`config.mk`:
```
export PLATFORM = sky130hd
export DESIGN_NAME = hn_notify_rx
export DESIGN_NICKNAME = d
export VERILOG_FILES = /design/src/rtl/hn_pkg.sv /design/src/rtl/hn_bus_events.sv /design/src/rtl/hn_frame_fsm.sv /design/src/rtl/hn_hold_regs.sv /design/src/rtl/hn_notify_rx.sv
export SDC_FILE = /design/constraint.sdc
export NUM_CORES = 1
export LEC_CHECK = 0
export BUFFER_PORTS_ARGS = -buffer_cell sky130_fd_sc_hd__buf_2
export CAP_MARGIN = 30
export CORE_AREA = 2 2 99 72
export CTS_CLUSTER_DIAMETER = 80
export DETAILED_ROUTE_END_ITERATION = 10
export DIE_AREA = 0 0 101 74
export REMOVE_ABC_BUFFERS = 1
export SETUP_SLACK_MARGIN = 0.3
export SYNTH_ARGS = -nofsm -noshare
export SYNTH_HDL_FRONTEND = slang
export SYNTH_SLANG_ARGS = --single-unit
```
`constraint.sdc`:
```
create_clock -name clk -period 3.1 [get_ports clk]
set_clock_uncertainty 0.1 [all_clocks]
set_input_delay 0.62 -clock clk [delete_from_list [all_inputs] [get_ports clk]]
set_output_delay 0.62 -clock clk [all_outputs]
set_load 0.01 [all_outputs]
```
`src/rtl/hn_pkg.sv`:
```
package hn_pkg;
   typedef enum logic [1:0] {
      ST_IDLE  = 2'd0,
      ST_SHIFT = 2'd1,
      ST_ACK   = 2'd2,
      ST_DONE  = 2'd3
   } hn_state_e;
endpackage

```
`src/rtl/hn_bus_events.sv`:
```
module hn_bus_events (
   input  logic clk,
   input  logic rst_n,
   input  logic scl_i,
   input  logic sda_i,
   output logic start_o,
   output logic stop_o,
   output logic scl_rise_o,
   output logic scl_fall_o
);
   logic scl_q, sda_q;

   always_ff @(posedge clk or negedge rst_n) begin
      if (!rst_n) begin
         scl_q <= 1'b1;
         sda_q <= 1'b1;
      end else begin
         scl_q <= scl_i;
         sda_q <= sda_i;
      end
   end

   // data edges while the clock stays high mark frame boundaries
   assign start_o    = scl_i & scl_q & sda_q & ~sda_i;
   assign stop_o     = scl_i & scl_q & ~sda_q & sda_i;
   assign scl_rise_o = scl_i & ~scl_q;
   assign scl_fall_o = ~scl_i & scl_q;
endmodule

```
`src/rtl/hn_frame_fsm.sv`:
```
module hn_frame_fsm
   import hn_pkg::*;
#(
   parameter int unsigned            ADDR_W     = 7,
   parameter logic [ADDR_W-1:0]      HOST_ADDR  = 7'h08,
   parameter int unsigned            DATA_BYTES = 2
) (
   input  logic                      clk,
   input  logic                      rst_n,
   input  logic                      sda_i,
   input  logic                      start_i,
   input  logic                      stop_i,
   input  logic                      scl_rise_i,
   input  logic                      scl_fall_i,
   input  logic                      pending_i,
   output logic                      sda_pull_o,
   output logic                      frame_done_o,
   output logic [ADDR_W-1:0]         shd_dev_o,
   output logic [8*DATA_BYTES-1:0]   shd_data_o
);
   localparam int unsigned NBYTES = DATA_BYTES + 2;
   localparam int unsigned IDX_W  = $clog2(NBYTES);
   localparam logic [IDX_W-1:0] LAST_IDX = IDX_W'(NBYTES - 1);

   hn_state_e         state;
   logic [7:0]        shreg;
   logic [3:0]        bitcnt;
   logic [IDX_W-1:0]  idx;
   logic              byte_end;
   logic              addr_ok;

   assign byte_end     = scl_fall_i && (state == ST_SHIFT) && (bitcnt == 4'd8);
   assign addr_ok      = (shreg == {HOST_ADDR, 1'b0}) && !pending_i;
   assign frame_done_o = stop_i && (state == ST_DONE);

   always_ff @(posedge clk or negedge rst_n) begin
      if (!rst_n) begin
         state      <= ST_IDLE;
         shreg      <= '0;
         bitcnt     <= '0;
         idx        <= '0;
         sda_pull_o <= 1'b0;
      end else if (start_i) begin
         state      <= ST_SHIFT;
         bitcnt     <= '0;
         idx        <= '0;
         sda_pull_o <= 1'b0;
      end else if (stop_i) begin
         state      <= ST_IDLE;
         sda_pull_o <= 1'b0;
      end else begin
         unique case (state)
            ST_SHIFT: begin
               if (scl_rise_i && bitcnt != 4'd8) begin
                  shreg  <= {shreg[6:0], sda_i};
                  bitcnt <= bitcnt + 4'd1;
               end else if (byte_end) begin
                  if (idx == '0 && !addr_ok) begin
                     state <= ST_IDLE;
                  end else begin
                     state      <= ST_ACK;
                     sda_pull_o <= 1'b1;
                  end
               end
            end
            ST_ACK: begin
               if (scl_fall_i) begin
                  sda_pull_o <= 1'b0;
                  bitcnt     <= '0;
                  if (idx == LAST_IDX) begin
                     state <= ST_DONE;
                  end else begin
                     state <= ST_SHIFT;
                     idx   <= idx + 1'b1;
                  end
               end
            end
            default: ;
         endcase
      end
   end

   // shadow capture, one register per byte position
   always_ff @(posedge clk or negedge rst_n) begin
      if (!rst_n)                       shd_dev_o <= '0;
      else if (byte_end && idx == IDX_W'(1)) shd_dev_o <= shreg[7:1];
   end

   logic [7:0] shd_b [DATA_BYTES];
   for (genvar k = 0; k < DATA_BYTES; k++) begin : g_data
      always_ff @(posedge clk or negedge rst_n) begin
         if (!rst_n)                               shd_b[k] <= '0;
         else if (byte_end && idx == IDX_W'(k + 2)) shd_b[k] <= shreg;
      end
      assign shd_data_o[8*k +: 8] = shd_b[k];
   end

   AST_PEND_NACK: assert property (@(posedge clk) disable iff (!rst_n)
      (byte_end && idx == '0 && pending_i) |=> !sda_pull_o);
   AST_ADDR_MISMATCH: assert property (@(posedge clk) disable iff (!rst_n)
      (byte_end && idx == '0 && shreg != {HOST_ADDR, 1'b0}) |=> !sda_pull_o);
endmodule

```
`src/rtl/hn_hold_regs.sv`:
```
module hn_hold_regs #(
   parameter int unsigned ADDR_W  = 7,
   parameter int unsigned DATA_W  = 16,
   parameter bit          IRQ_REG = 1'b0
) (
   input  logic              clk,
   input  logic              rst_n,
   input  logic              commit_i,
   input  logic              sw_clear_i,
   input  logic              irq_en_i,
   input  logic [ADDR_W-1:0] shd_dev_i,
   input  logic [DATA_W-1:0] shd_data_i,
   output logic              pending_o,
   output logic [ADDR_W-1:0] dev_addr_o,
   output logic [DATA_W-1:0] data_o,
   output logic              irq_o
);
   always_ff @(posedge clk or negedge rst_n) begin
      if (!rst_n) begin
         pending_o  <= 1'b0;
         dev_addr_o <= '0;
         data_o     <= '0;
      end else if (commit_i) begin
         pending_o  <= 1'b1;
         dev_addr_o <= shd_dev_i;
         data_o     <= shd_data_i;
      end else if (sw_clear_i) begin
         pending_o  <= 1'b0;
      end
   end

   if (IRQ_REG) begin : g_irq_ff
      always_ff @(posedge clk or negedge rst_n) begin
         if (!rst_n) irq_o <= 1'b0;
         else        irq_o <= pending_o & irq_en_i;
      end
   end else begin : g_irq_comb
      assign irq_o = pending_o & irq_en_i;
      AST_IRQ_GATED: assert property (@(posedge clk) disable iff (!rst_n)
         (!irq_en_i || !pending_o) |-> !irq_o);
   end

   AST_HOLD_STABLE: assert property (@(posedge clk) disable iff (!rst_n)
      (pending_o && !sw_clear_i) |=> (pending_o && $stable(dev_addr_o) && $stable(data_o)));
   AST_SET_WINS: assert property (@(posedge clk) disable iff (!rst_n)
      (commit_i && sw_clear_i) |=> pending_o);
endmodule

```
`src/rtl/hn_notify_rx.sv`:
```
module hn_notify_rx #(
   parameter logic [6:0]  HOST_ADDR  = 7'h08,
   parameter int unsigned DATA_BYTES = 2,
   parameter bit          IRQ_REG    = 1'b0
) (
   input  logic                    clk,
   input  logic                    rst_n,
   input  logic                    scl_i,
   input  logic                    sda_i,
   output logic                    sda_pull_o,
   input  logic                    sw_clear_i,
   input  logic                    irq_en_i,
   output logic                    pending_o,
   output logic                    irq_o,
   output logic [6:0]              dev_addr_o,
   output logic [8*DATA_BYTES-1:0] data_o
);
   localparam int unsigned ADDR_W = 7;
   localparam int unsigned DATA_W = 8 * DATA_BYTES;

   if (DATA_BYTES < 1 || DATA_BYTES > 4) begin : g_bad_cfg
      $error("hn_notify_rx: DATA_BYTES must be 1 to 4");
   end

   logic start_w, stop_w, rise_w, fall_w, done_w;
   logic [ADDR_W-1:0] shd_dev;
   logic [DATA_W-1:0] shd_data;

   hn_bus_events u_evt (
      .clk(clk), .rst_n(rst_n), .scl_i(scl_i), .sda_i(sda_i),
      .start_o(start_w), .stop_o(stop_w),
      .scl_rise_o(rise_w), .scl_fall_o(fall_w)
   );

   hn_frame_fsm #(
      .ADDR_W(ADDR_W), .HOST_ADDR(HOST_ADDR), .DATA_BYTES(DATA_BYTES)
   ) u_fsm (
      .clk(clk), .rst_n(rst_n), .sda_i(sda_i),
      .start_i(start_w), .stop_i(stop_w),
      .scl_rise_i(rise_w), .scl_fall_i(fall_w),
      .pending_i(pending_o), .sda_pull_o(sda_pull_o),
      .frame_done_o(done_w), .shd_dev_o(shd_dev), .shd_data_o(shd_data)
   );

   hn_hold_regs #(
      .ADDR_W(ADDR_W), .DATA_W(DATA_W), .IRQ_REG(IRQ_REG)
   ) u_hold (
      .clk(clk), .rst_n(rst_n), .commit_i(done_w),
      .sw_clear_i(sw_clear_i), .irq_en_i(irq_en_i),
      .shd_dev_i(shd_dev), .shd_data_i(shd_data),
      .pending_o(pending_o), .dev_addr_o(dev_addr_o),
      .data_o(data_o), .irq_o(irq_o)
   );

   AST_NO_EARLY_SET: assert property (@(posedge clk) disable iff (!rst_n)
      (!pending_o && !done_w) |=> !pending_o);
endmodule

```
==> impl_metrics.py, run 1 <==
metrics = {
    "outcome": {
        "outcome": "completed",
    },
    "floorplanning": {
        "rows": 25,
        "start_util_pct": 43.31,
        "ios": 32,
        "die-area_um2": 7474,
        "die_h_um": 74,
        "core_um2": 6569,
        "dieWidth_um": 101,
    },
    "setup_path": {
        "path_buf_inv": 2,
        "crit_path_frequent_cell": "nor3_1",
        "worstPathCellList": "inv_1 > ha_1 > nand2_1 > nor3_1 > buf_4 > nor3_1 > or2_1 > a22o_1",
        "critPathTopFamily": "simple AND/OR/NAND/NOR gates",
        "required_ps": 3220,
        "critPathKind": "flip-flop to flip-flop",
        "rr_worst_depth": 8,
        "worstPathArrival_ps": 2230,
        "cp_slowest_cell": "dfrtp_1",
        "start_kind": "flip-flop",
        "crit_path_end_kind": "flip-flop",
        "cp_max_fo": 11,
        "crit_cells": 8,
        "cpPeakStageDelay_ps": 400,
    },
    "detailed_routing": {
        "dr_total_vias": 1706,
        "drt_iter0_markers": 113,
        "routed_wl_um": 5001,
        "final_antenna_net_count": 0,
        "via_per_inst": 5.201,
        "avgRoutedWirePerCell_um": 15.25,
        "drc_errors": 0,
        "drtPass1Iterations": 4,
    },
    "yosys": {
        "synthDistinctLibCells": 36,
        "synth_edf_count": 0,
        "ys_async_sr_fraction_pct": 100.0,
        "syn_area_um2": 2845,
        "syn_area_per_cell_um2": 13.81,
        "synth-seq-cells": 66,
        "ys_warn_count": 0,
        "ys_seq_area_share_pct": 58.14,
        "synthCells": 206,
        "ys.flop_type": "dfrtp_1",
    },
    "power": {
        "powerDensity_nw_per_um2": 644.2,
        "power.leakage_nw": 1.737,
        "ir_drop_v": 0.0003022,
    },
    "clock_tree": {
        "hold_buffers": 0,
        "clk_latency_ps": 330,
        "cts_tree": "built",
        "post_cts_buffers": 0,
        "cts_buffers": 9,
        "htree_levels": 3,
        "cts_root_buf": "clkbuf_8",
        "clk_path_buf_depth": 2,
        "path_clk_slew_ps": 70,
        "post_cts_resized": 0,
        "cts_sinks": 66,
    },
    "global_routing": {
        "overflow": 0,
        "global_route.usage.met3_pct": 5.169,
        "grt_pass1_wl_um": 8404,
        "antenna_found_initial": 0,
        "grt_max_degree": 32,
        "track_usage_pct": 15.34,
        "grt_pass1_vias": 1628,
        "gr-usage-met1_pct": 21.93,
        "top_usage_layer": "met1",
        "gr-usage-met2_pct": 20.74,
    },
    "sta": {
        "setup_slack_ps": 996.9,
        "setup-tns-final_ps": 0,
        "tightest_slew_ps": 580.1,
        "fmax_ghz": 0.4755,
        "maxSlewHeadroom_pct": 61.33,
        "rsz0062_at_grt": "no",
        "hold_viol": 0,
        "finalSetupViolations": 0,
        "post-route-period-util_pct": 67.84,
        "period_needed_ps": 2103,
        "final_max_slew_viol_count": 0,
    },
    "layout": {
        "nNetsFinal": 259,
        "diodes": 0,
        "fill_cells": 604,
        "final_cell_area_um2": 3312,
        "drive_gt1_share_pct": 43.72,
        "ff_latch_area_um2": 1654,
        "most-common-layout-cells": "dfrtp_1, mux2_2, buf_2",
        "multiInputGateArea_um2": 1135,
        "area_growth_pct": 16.40,
        "mostFrequentLayoutCell": "dfrtp_1",
    },
    "run": {
        "max_cap_viol_count": 0,
    },
    "worst_hold_path": {
        "hold_path_class": "primary input to async pin",
    },
    "placement": {
        "place.gp.congestion": 0.8131,
        "dpl_worst_slack_ps": 939.9,
        "hpwl_um": 3456,
        "postPlaceCellArea_um2": 3105,
        "io_buffers": 31,
    },
}
## state kept, by name (all words and copies together), names as in the netlist
register           count
u_evt.scl_q            1
u_hold.dev_addr_o      7
u_hold.pending_o       1
u_fsm.bitcnt           4
u_fsm.shreg            8
u_hold.data_o         16
u_evt.sda_q            1
u_fsm.idx              2
u_fsm.state            2
u_fsm.shd_dev_o        7
u_fsm.shd_data_o      16
u_fsm.sda_pull_o       1
## report_power, final
group | switching [mW] | internal [mW] | total, mW
clock network | 0.301 | 0.465 | 0.766
registers | 0.0488 | 0.914 | 0.963
logic | 0.229 | 0.177 | 0.405
total | 0.578 | 1.56 | 2.13
## path summary, 6_finish.rpt
kind                                                   from                             end  slack [ps]
max in group asynchronous                             rst_n  u_fsm.shd_dev_o[3]$_DFFE_PN0P_        1910
min in group clk                                      scl_i           u_evt.scl_q$_DFF_PN1_         350
max                              u_fsm.state[1]$_DFFE_PN0P_     u_fsm.bitcnt[3]$_DFFE_PN0P_        1000
min reg2reg                u_fsm.shd_data_o[11]$_DFFE_PN0P_   u_hold.data_o[11]$_DFFE_PN0P_         400
max reg2reg                      u_fsm.state[1]$_DFFE_PN0P_     u_fsm.bitcnt[3]$_DFFE_PN0P_        1000
min                                                   rst_n      u_fsm.state[0]$_DFFE_PN0P_         180
## kinds of logic after synthesis
| group | after synthesis | synth area share (%) |
|---|---|---|
| buf+inv | 16 | 2.199 |
| compound gates | 22 | 5.541 |
| flops | 66 | 58.14 |
| simple gates | 35 | 7.476 |
| mux | 56 | 22.08 |
| fa+ha+maj | 9 | 3.958 |
| xor+xnor | 2 | 0.6158 |
## layout make-up
type,instances,share of cell area [%]
inverters,8,0.9067
multi-input cells,124,34.27
clock buffers,11,4.269
well taps,81,3.060
clock inverters,3,1.964
repair buffers,35,5.591
flip-flops and latches,66,49.94
## through the flow
| step | utilization (%) | power, mW | instances | hold WS [ps] |
|---|---|---|---|---|
| 3_5_place_dp | 47.28 | 1.388 | 314 | 388.6 |
| 5_1_grt | 50.42 | 2.256 | 328 | 206.5 |
| 3_3_place_gp | 47.28 | 1.383 | 314 | 384.7 |
| 2_1_floorplan | - | 1.267 | 198 | 224.4 |
| 4_1_cts | 50.42 | 2.163 | 328 | 192.7 |
| 6_report | 50.42 | 2.133 | 328 | 177.9 |
## synthesized netlist by cell type (2+ instances only)
| library cell | instances | share of area [%] |
|---|---|---|
| a21o_1 | 2 | 0.53 |
| a21oi_1 | 4 | 0.70 |
| and3b_1 | 2 | 0.62 |
| buf_2 | 2 | 0.35 |
| clkbuf_1 | 6 | 0.79 |
| dfrtp_1 | 64 | 56 |
| dfstp_2 | 2 | 1.8 |
| ha_1 | 9 | 4.0 |
| inv_1 | 8 | 1.1 |
| mux2_2 | 54 | 21 |
| mux2i_1 | 2 | 0.70 |
| nand2_1 | 6 | 0.79 |
| nand3_1 | 5 | 0.88 |
| nand3b_1 | 2 | 0.53 |
| nor2_1 | 6 | 0.79 |
| nor2b_1 | 2 | 0.44 |
| nor3_1 | 3 | 0.53 |
| nor3b_2 | 2 | 0.88 |
| o21ai_0 | 7 | 1.2 |
| xnor2_1 | 2 | 0.62 |
## metal layers
metal  wire, um  share of wire (%)
met4         82                1.6
met3        169                3.4
met2       2189                 44
met1       2558                 51
met5          0                  0
Power figures use the tool's default switching activity.
==> run 2: changes to the inputs <==
Clock period 3.1 ns to 1.8 ns, I/O delays scaled along.
==> run 2 against run 1 <==
The flow now finishes with violations (negative setup slack). Largest power group unchanged. Combinational power grew to 4.0 times the previous value. Clock-buffer cell count is the same. Total power grew 120%. Via count grew 20%. Critical endpoint is now u_fsm.sda_pull_o$_DFFE_PN0P_.
==> impl_metrics.py, run 2 (synthesized netlist as in run 1, its figures left out) <==
metrics = {
    "outcome": {
        "outcome": "complete, but fails checks",
        "violations": "negative setup slack",
    },
    "power": {
        "p_switching_mw": 1.389,
        "power_frac_clock_pct": 28.7,
        "p_int_mw": 3.232,
        "power.leakage_nw": 2.185,
        "p_comb_share_pct": 35.2,
        "ir_drop_v": 0.0006552,
        "powerDensity_nw_per_um2": 1071,
        "p_seq_share_pct": 36.0,
        "swShare_pct": 30.06,
    },
    "detailed_routing": {
        "routed_wl_um": 7012,
        "via_per_inst": 5.281,
        "drc_errors": 0,
        "dr_total_vias": 2049,
        "final_antenna_net_count": 0,
        "drtPass1Iterations": 4,
        "avgRoutedWirePerCell_um": 18.07,
        "drt_iter0_markers": 106,
    },
    "clock_tree": {
        "clk_path_buf_depth": 2,
        "cts_sinks": 66,
        "htree_levels": 3,
        "cts_buffers": 9,
        "cts_root_buf": "clkbuf_8",
        "clk_latency_ps": 340,
        "path_clk_slew_ps": 70,
        "cts_tree": "built",
    },
    "sta": {
        "timing.hold.ws_ps": 152.4,
        "rsz0062_at_grt": "yes",
        "fmax_ghz": 0.5191,
        "maxSlewHeadroom_pct": 63.61,
        "final_max_slew_viol_count": 0,
        "finalSetupViolations": 59,
        "setup_slack_ps": -126.3,
        "tightest_slew_ps": 545.9,
        "post-route-period-util_pct": 107.0,
        "setup-tns-final_ps": -3178,
        "period_needed_ps": 1926,
        "hold_viol": 0,
    },
    "global_routing": {
        "track_usage_pct": 19.53,
        "grt_pass1_vias": 2046,
        "antenna_found_initial": 0,
        "grt_pass1_wl_um": 10750,
        "overflow": 0,
        "grt_max_degree": 29,
    },
    "layout": {
        "diodes": 0,
        "drive_gt1_share_pct": 64.50,
        "stdcell_count": 388,
        "area_growth_pct": 51.63,
        "ff_latch_area_um2": 1654,
        "final_cell_area_um2": 4314,
        "most-common-layout-cells": "dfrtp_1, mux2_4, buf_4",
        "multiInputGateArea_um2": 1488,
        "mostFrequentLayoutCell": "dfrtp_1",
        "fill_cells": 470,
        "nNetsFinal": 317,
    },
    "floorplanning": {
        "ios": 32,
        "dieWidth_um": 101,
        "die-area_um2": 7474,
        "die_h_um": 74,
        "core_um2": 6569,
        "start_util_pct": 43.31,
        "rows": 25,
    },
    "worst_hold_path": {
        "whs_path_depth": 1,
        "whs_endpoint": "u_evt.scl_q$_DFF_PN1_",
        "hold_path_class": "primary input to flip-flop",
        "worstHoldStart": "scl_i",
    },
    "setup_path": {
        "rrSetupSlack_ps": -130,
        "crit_path_end_kind": "flip-flop",
        "start_kind": "flip-flop",
        "r2r-end": "u_fsm.sda_pull_o$_DFFE_PN0P_",
        "rr_worst_depth": 8,
        "critPathKind": "flip-flop to flip-flop",
        "worstPathArrival_ps": 2050,
        "r2r-start": "u_fsm.bitcnt[0]$_DFFE_PN0P_",
        "required_ps": 1930,
        "cp_max_fo": 4,
    },
    "placement": {
        "io_buffers": 31,
        "place.gp.congestion": 0.7449,
        "postPlaceCellArea_um2": 3361,
        "hpwl_um": 3853,
        "dpl_worst_slack_ps": -173.7,
        "dp_cells": 343,
    },
    "run": {
        "max_cap_viol_count": 0,
    },
}
run 2: cell count changes in the layout (fill, tap and decap cells not counted), sizes merged:
| cell | before | now |
|---|---|---|
| buf | 35 | 91 |
| clkbuf | 11 | 12 |
| clkinv | 1 | 3 |
| dlygate4sd3 | 0 | 1 |
run 2: what timing repair did:
item / in CTS / in global routing
hold buffers: 1 / 0
endpoints found under the setup margin: 64 / 66
pin swaps: 22 / 9
cloned: 3 / 1
resized for setup: 90 / 28
buffers inserted: 18 / 6
endpoints found under the hold margin: 16 / 0
run 2: worst max path at each step:
stage | endpoint | startpoint | slack, ps
3_3_place_gp | u_fsm.sda_pull_o$_DFFE_PN0P_ | u_fsm.shreg[2]$_DFFE_PN0P_ | -90
3_5_place_dp | u_fsm.sda_pull_o$_DFFE_PN0P_ | u_fsm.shreg[2]$_DFFE_PN0P_ | -170
5_1_grt | u_fsm.sda_pull_o$_DFFE_PN0P_ | u_fsm.bitcnt[0]$_DFFE_PN0P_ | -190
6_report | u_fsm.sda_pull_o$_DFFE_PN0P_ | u_fsm.bitcnt[0]$_DFFE_PN0P_ | -130
2_1_floorplan | u_fsm.bitcnt[3]$_DFFE_PN0P_ | u_fsm.bitcnt[0]$_DFFE_PN0P_ | -650
4_1_cts | u_fsm.sda_pull_o$_DFFE_PN0P_ | u_fsm.shreg[6]$_DFFE_PN0P_ | -120
run 2: area by class of cell:
cell class / count / share of cell area [%]
clock inverters: 5 / 1.827
multi-input cells: 124 / 34.48
repair buffers: 93 / 19.20
clock buffers: 11 / 3.045
well taps: 81 / 2.349
inverters: 8 / 0.7541
flip-flops and latches: 66 / 38.34
run 2: per-layer routing:
layer  vias up  part of all wire (%)  global-route usage [%]
li1        933                     -                       -
met3        11                   3.4                   6.203
met1      1062                    48                   26.90
met2        43                    47                   30.30
met5         -                     0                       0
met4         0                   1.6                   5.556
run 2: worst max-delay path: stages, from the launching register on:
cell and delay [ps]:
dfrtp_1 400, inv_2 60, ha_2 140, and3b_2 250, and3b_2 270, buf_6 120, nand2_4 50, and4b_1 190
a211o_1 220
run 2: power groups by stage:
| stage | Clock [mW] | Combinational (mW) | Sequential, mW |
|---|---|---|---|
| 2_1_floorplan | 0 | 0.513 | 1.67 |
| 3_3_place_gp | 0 | 0.852 | 1.67 |
| 3_5_place_dp | 0 | 0.870 | 1.67 |
| 4_1_cts | 1.36 | 1.36 | 1.65 |
| 5_1_grt | 1.42 | 1.72 | 1.67 |
| 6_report | 1.33 | 1.63 | 1.66 |
run 2: stage by stage:
stage	total power, mW	utilization (%)
2_1_floorplan	2.181	-
3_3_place_gp	2.524	51.16
3_5_place_dp	2.542	51.16
4_1_cts	4.374	62.90
5_1_grt	4.813	65.68
6_report	4.620	65.68
==> run 3: changes to the inputs <==
Settings changed: ABC_AREA set to 1, CORE_AREA 2 2 99 72 to 2 2 101 74, DIE_AREA 0 0 101 74 to 0 0 103 76, GPL_ROUTABILITY_DRIVEN set to 1.
==> run 3 against run 2 <==
The flow now finishes without violations. Global-route usage fell by 2.9 points. Flip-flop and latch count is the same. Die area rose by 4.7%. Clock power grew 15%. Register-to-register slack improved by 350 ps. Non-clock buffer count fell by 43. Hold slack lost 110 ps. Area after synthesis up 4.6%. Worst setup slack better by 350 ps. Maximum frequency is 22% higher. Critical path type unchanged. Via count grew 3.8%. Final area decreased by 13%.
==> impl_metrics.py, run 3 <==
metrics = {
    "setup_path": {
        "rrSetupSlack_ps": 220,
        "cp_max_fo": 5,
        "r2r-start": "u_evt.scl_q$_DFF_PN1_",
        "critPathKind": "flip-flop to flip-flop",
        "required_ps": 1960,
        "r2r-end": "u_fsm.shd_data_o[12]$_DFFE_PN0P_",
        "crit_path_end_kind": "flip-flop",
        "worstPathArrival_ps": 1740,
        "start_kind": "flip-flop",
        "rr_worst_depth": 7,
    },
    "floorplanning": {
        "core_um2": 6962,
        "die_h_um": 76,
        "rows": 26,
        "start_util_pct": 42.76,
        "ios": 32,
        "die-area_um2": 7828,
        "dieWidth_um": 103,
    },
    "worst_hold_path": {
        "whs_endpoint": "u_evt.sda_q$_DFF_PN1_",
        "worstHoldStart": "sda_i",
        "hold_path_class": "primary input to flip-flop",
        "whs_path_depth": 1,
    },
    "yosys": {
        "synthTopCellsByArea": "dfrtp_1, nand2_1, inv_1",
        "syn_area_per_cell_um2": 9.480,
        "ys_seq_area_share_pct": 55.57,
        "ys.flop_type": "dfrtp_1",
        "synth_top_area_cell": "dfrtp_1",
        "netlist.area_leader.share_pct": 53.80,
        "synthDistinctLibCells": 26,
        "synth_commonest_cells": "nand2_1, dfrtp_1, inv_1",
        "synthCells": 314,
        "synth_edf_count": 0,
        "ys_warn_count": 0,
        "synth-seq-cells": 66,
        "yosysMostFrequentCell": "nand2_1",
        "ys_async_sr_fraction_pct": 100.0,
        "syn_area_um2": 2977,
    },
    "sta": {
        "final_max_slew_viol_count": 0,
        "hold_viol": 0,
        "tightest_slew_ps": 313.3,
        "finalSetupViolations": 0,
        "maxSlewHeadroom_pct": 79.12,
        "setup-tns-final_ps": 0,
        "rsz0062_at_grt": "yes",
        "timing.hold.ws_ps": 43.25,
        "period_needed_ps": 1579,
        "post-route-period-util_pct": 87.70,
        "fmax_ghz": 0.6335,
    },
    "global_routing": {
        "grt_max_degree": 55,
        "overflow": 0,
        "grt_pass1_vias": 2047,
        "antenna_found_initial": 0,
        "grt_pass1_wl_um": 9894,
        "track_usage_pct": 16.59,
    },
    "clock_tree": {
        "clk_path_buf_depth": 2,
        "path_clk_slew_ps": 70,
        "cts_buffers": 9,
        "cts_root_buf": "clkbuf_8",
        "cts_sinks": 66,
        "htree_levels": 3,
        "clk_latency_ps": 340,
        "cts_tree": "built",
    },
    "layout": {
        "diodes": 0,
        "mostFrequentLayoutCell": "nand2_1",
        "most-common-layout-cells": "nand2_1, dfrtp_1, inv_1",
        "drive_gt1_share_pct": 32.53,
        "nNetsFinal": 382,
        "final_cell_area_um2": 3747,
        "area_growth_pct": 25.89,
        "fill_cells": 645,
    },
    "power": {
        "powerDensity_nw_per_um2": 1484,
        "p_switching_mw": 1.930,
        "p_seq_share_pct": 40.6,
        "p_int_mw": 3.630,
        "power_frac_clock_pct": 27.5,
        "power.leakage_nw": 1.863,
        "ir_drop_v": 0.0007350,
        "swShare_pct": 34.72,
        "p_comb_share_pct": 31.9,
    },
    "detailed_routing": {
        "via_per_inst": 4.523,
        "top_layer": "met4",
        "route.met2.wl_um": 2552,
        "dr_total_vias": 2126,
        "drtPass1Iterations": 4,
        "drt_iter0_markers": 95,
        "final_antenna_net_count": 0,
        "avgRoutedWirePerCell_um": 12.40,
        "wl_met1_um": 2957,
        "wl_met3_um": 255,
        "routed_wl_um": 5826,
        "drc_errors": 0,
    },
    "placement": {
        "io_buffers": 31,
        "postPlaceCellArea_um2": 3221,
        "place.gp.congestion": 0.8014,
        "hpwl_um": 3757,
    },
    "run": {
        "max_cap_viol_count": 0,
    },
    "outcome": {
        "outcome": "completed",
    },
}
## run 3: repair_timing
action / in CTS / in global routing
setup buffers: 10 / 2
gates resized for setup: 18 / 16
cloned: 1 / 1
hold buffers: 1 / 0
pin swaps: 7 / 11
endpoints found under the setup margin: 62 / 55
hold endpoints to repair: 12 / 0
## run 3: cell families (layout without fill, tap and decap cells)
| kind of cell | after synthesis | in the layout | share of synthesized area [%] |
|---|---|---|---|
| flip-flops | 66 | 66 | 55.57 |
| AND/OR/NAND/NOR | 115 | 116 | 17.91 |
| buffers and inverters | 57 | 114 | 8.869 |
| XOR/XNOR | 1 | 1 | 0.2943 |
| multiplexers | 1 | 1 | 0.3783 |
| AO/OA/AOI/OAI | 65 | 65 | 13.20 |
| adder cells (fa/ha/maj) | 9 | 9 | 3.783 |
## run 3: power groups by stage
| stage | clock (mW) | combinational [mW] | sequential, mW |
|---|---|---|---|
| detailed placement | 0 | 1.52 | 2.27 |
| global route | 1.64 | 2.03 | 2.33 |
| floorplan | 0 | 0.911 | 2.32 |
| finish | 1.53 | 1.77 | 2.26 |
| CTS | 1.57 | 1.71 | 2.25 |
| global placement | 0 | 1.49 | 2.26 |
## run 3: worst max-delay path by stage
stage / startpoint / to / slack, ps / cells past startpoint
finish: u_evt.scl_q$_DFF_PN1_ / u_fsm.shd_data_o[12]$_DFFE_PN0P_ / 220 / 7
global route: u_evt.scl_q$_DFF_PN1_ / u_fsm.state[0]$_DFFE_PN0P_ / 130 / 7
CTS: u_evt.scl_q$_DFF_PN1_ / u_fsm.state[0]$_DFFE_PN0P_ / 260 / 9
detailed placement: u_fsm.bitcnt[0]$_DFFE_PN0P_ / u_fsm.shd_data_o[13]$_DFFE_PN0P_ / 110 / 7
global placement: u_fsm.bitcnt[0]$_DFFE_PN0P_ / u_fsm.shd_data_o[14]$_DFFE_PN0P_ / 170 / 8
floorplan: u_evt.scl_q$_DFF_PN1_ / u_hold.data_o[0]$_DFFE_PN0P_ / 120 / 5
## run 3: stage by stage
stage	power, mW	instances	setup WS, ps	utilization, %
CTS	5.535	467	258.9	52.44
floorplan	3.230	305	118.3	-
detailed placement	3.789	439	108.4	46.26
finish	5.560	470	221.4	53.83
global route	6.002	470	127.2	53.83
global placement	3.751	439	173.7	46.26
## run 3: routing by layer
layer	global-route usage, %	vias to the layer above
met5	0	-
met3	6.055	6
met2	22.92	40
met1	24.83	976
met4	3.947	0
li1	-	1104
## run 3: final cells by class
type	count	area [um2]	share of cell area (%)
clock buffers	9	123.9	3.306
clock inverters	7	123.9	3.306
inverters	48	180.2	4.808
multi-input cells	192	1160	30.95
flip-flops and latches	66	1658	44.24
well taps	98	122.6	3.272
repair buffers	50	379.1	10.12
## run 3: worst max-delay path, cell delays in order (launching register included)
cell and delay, ps:
dfstp_2 590, nand2_1 90, inv_2 110, nand3_4 130, nor2_4 200, clkbuf_16 170, nand2_1 40, o21ai_0 70
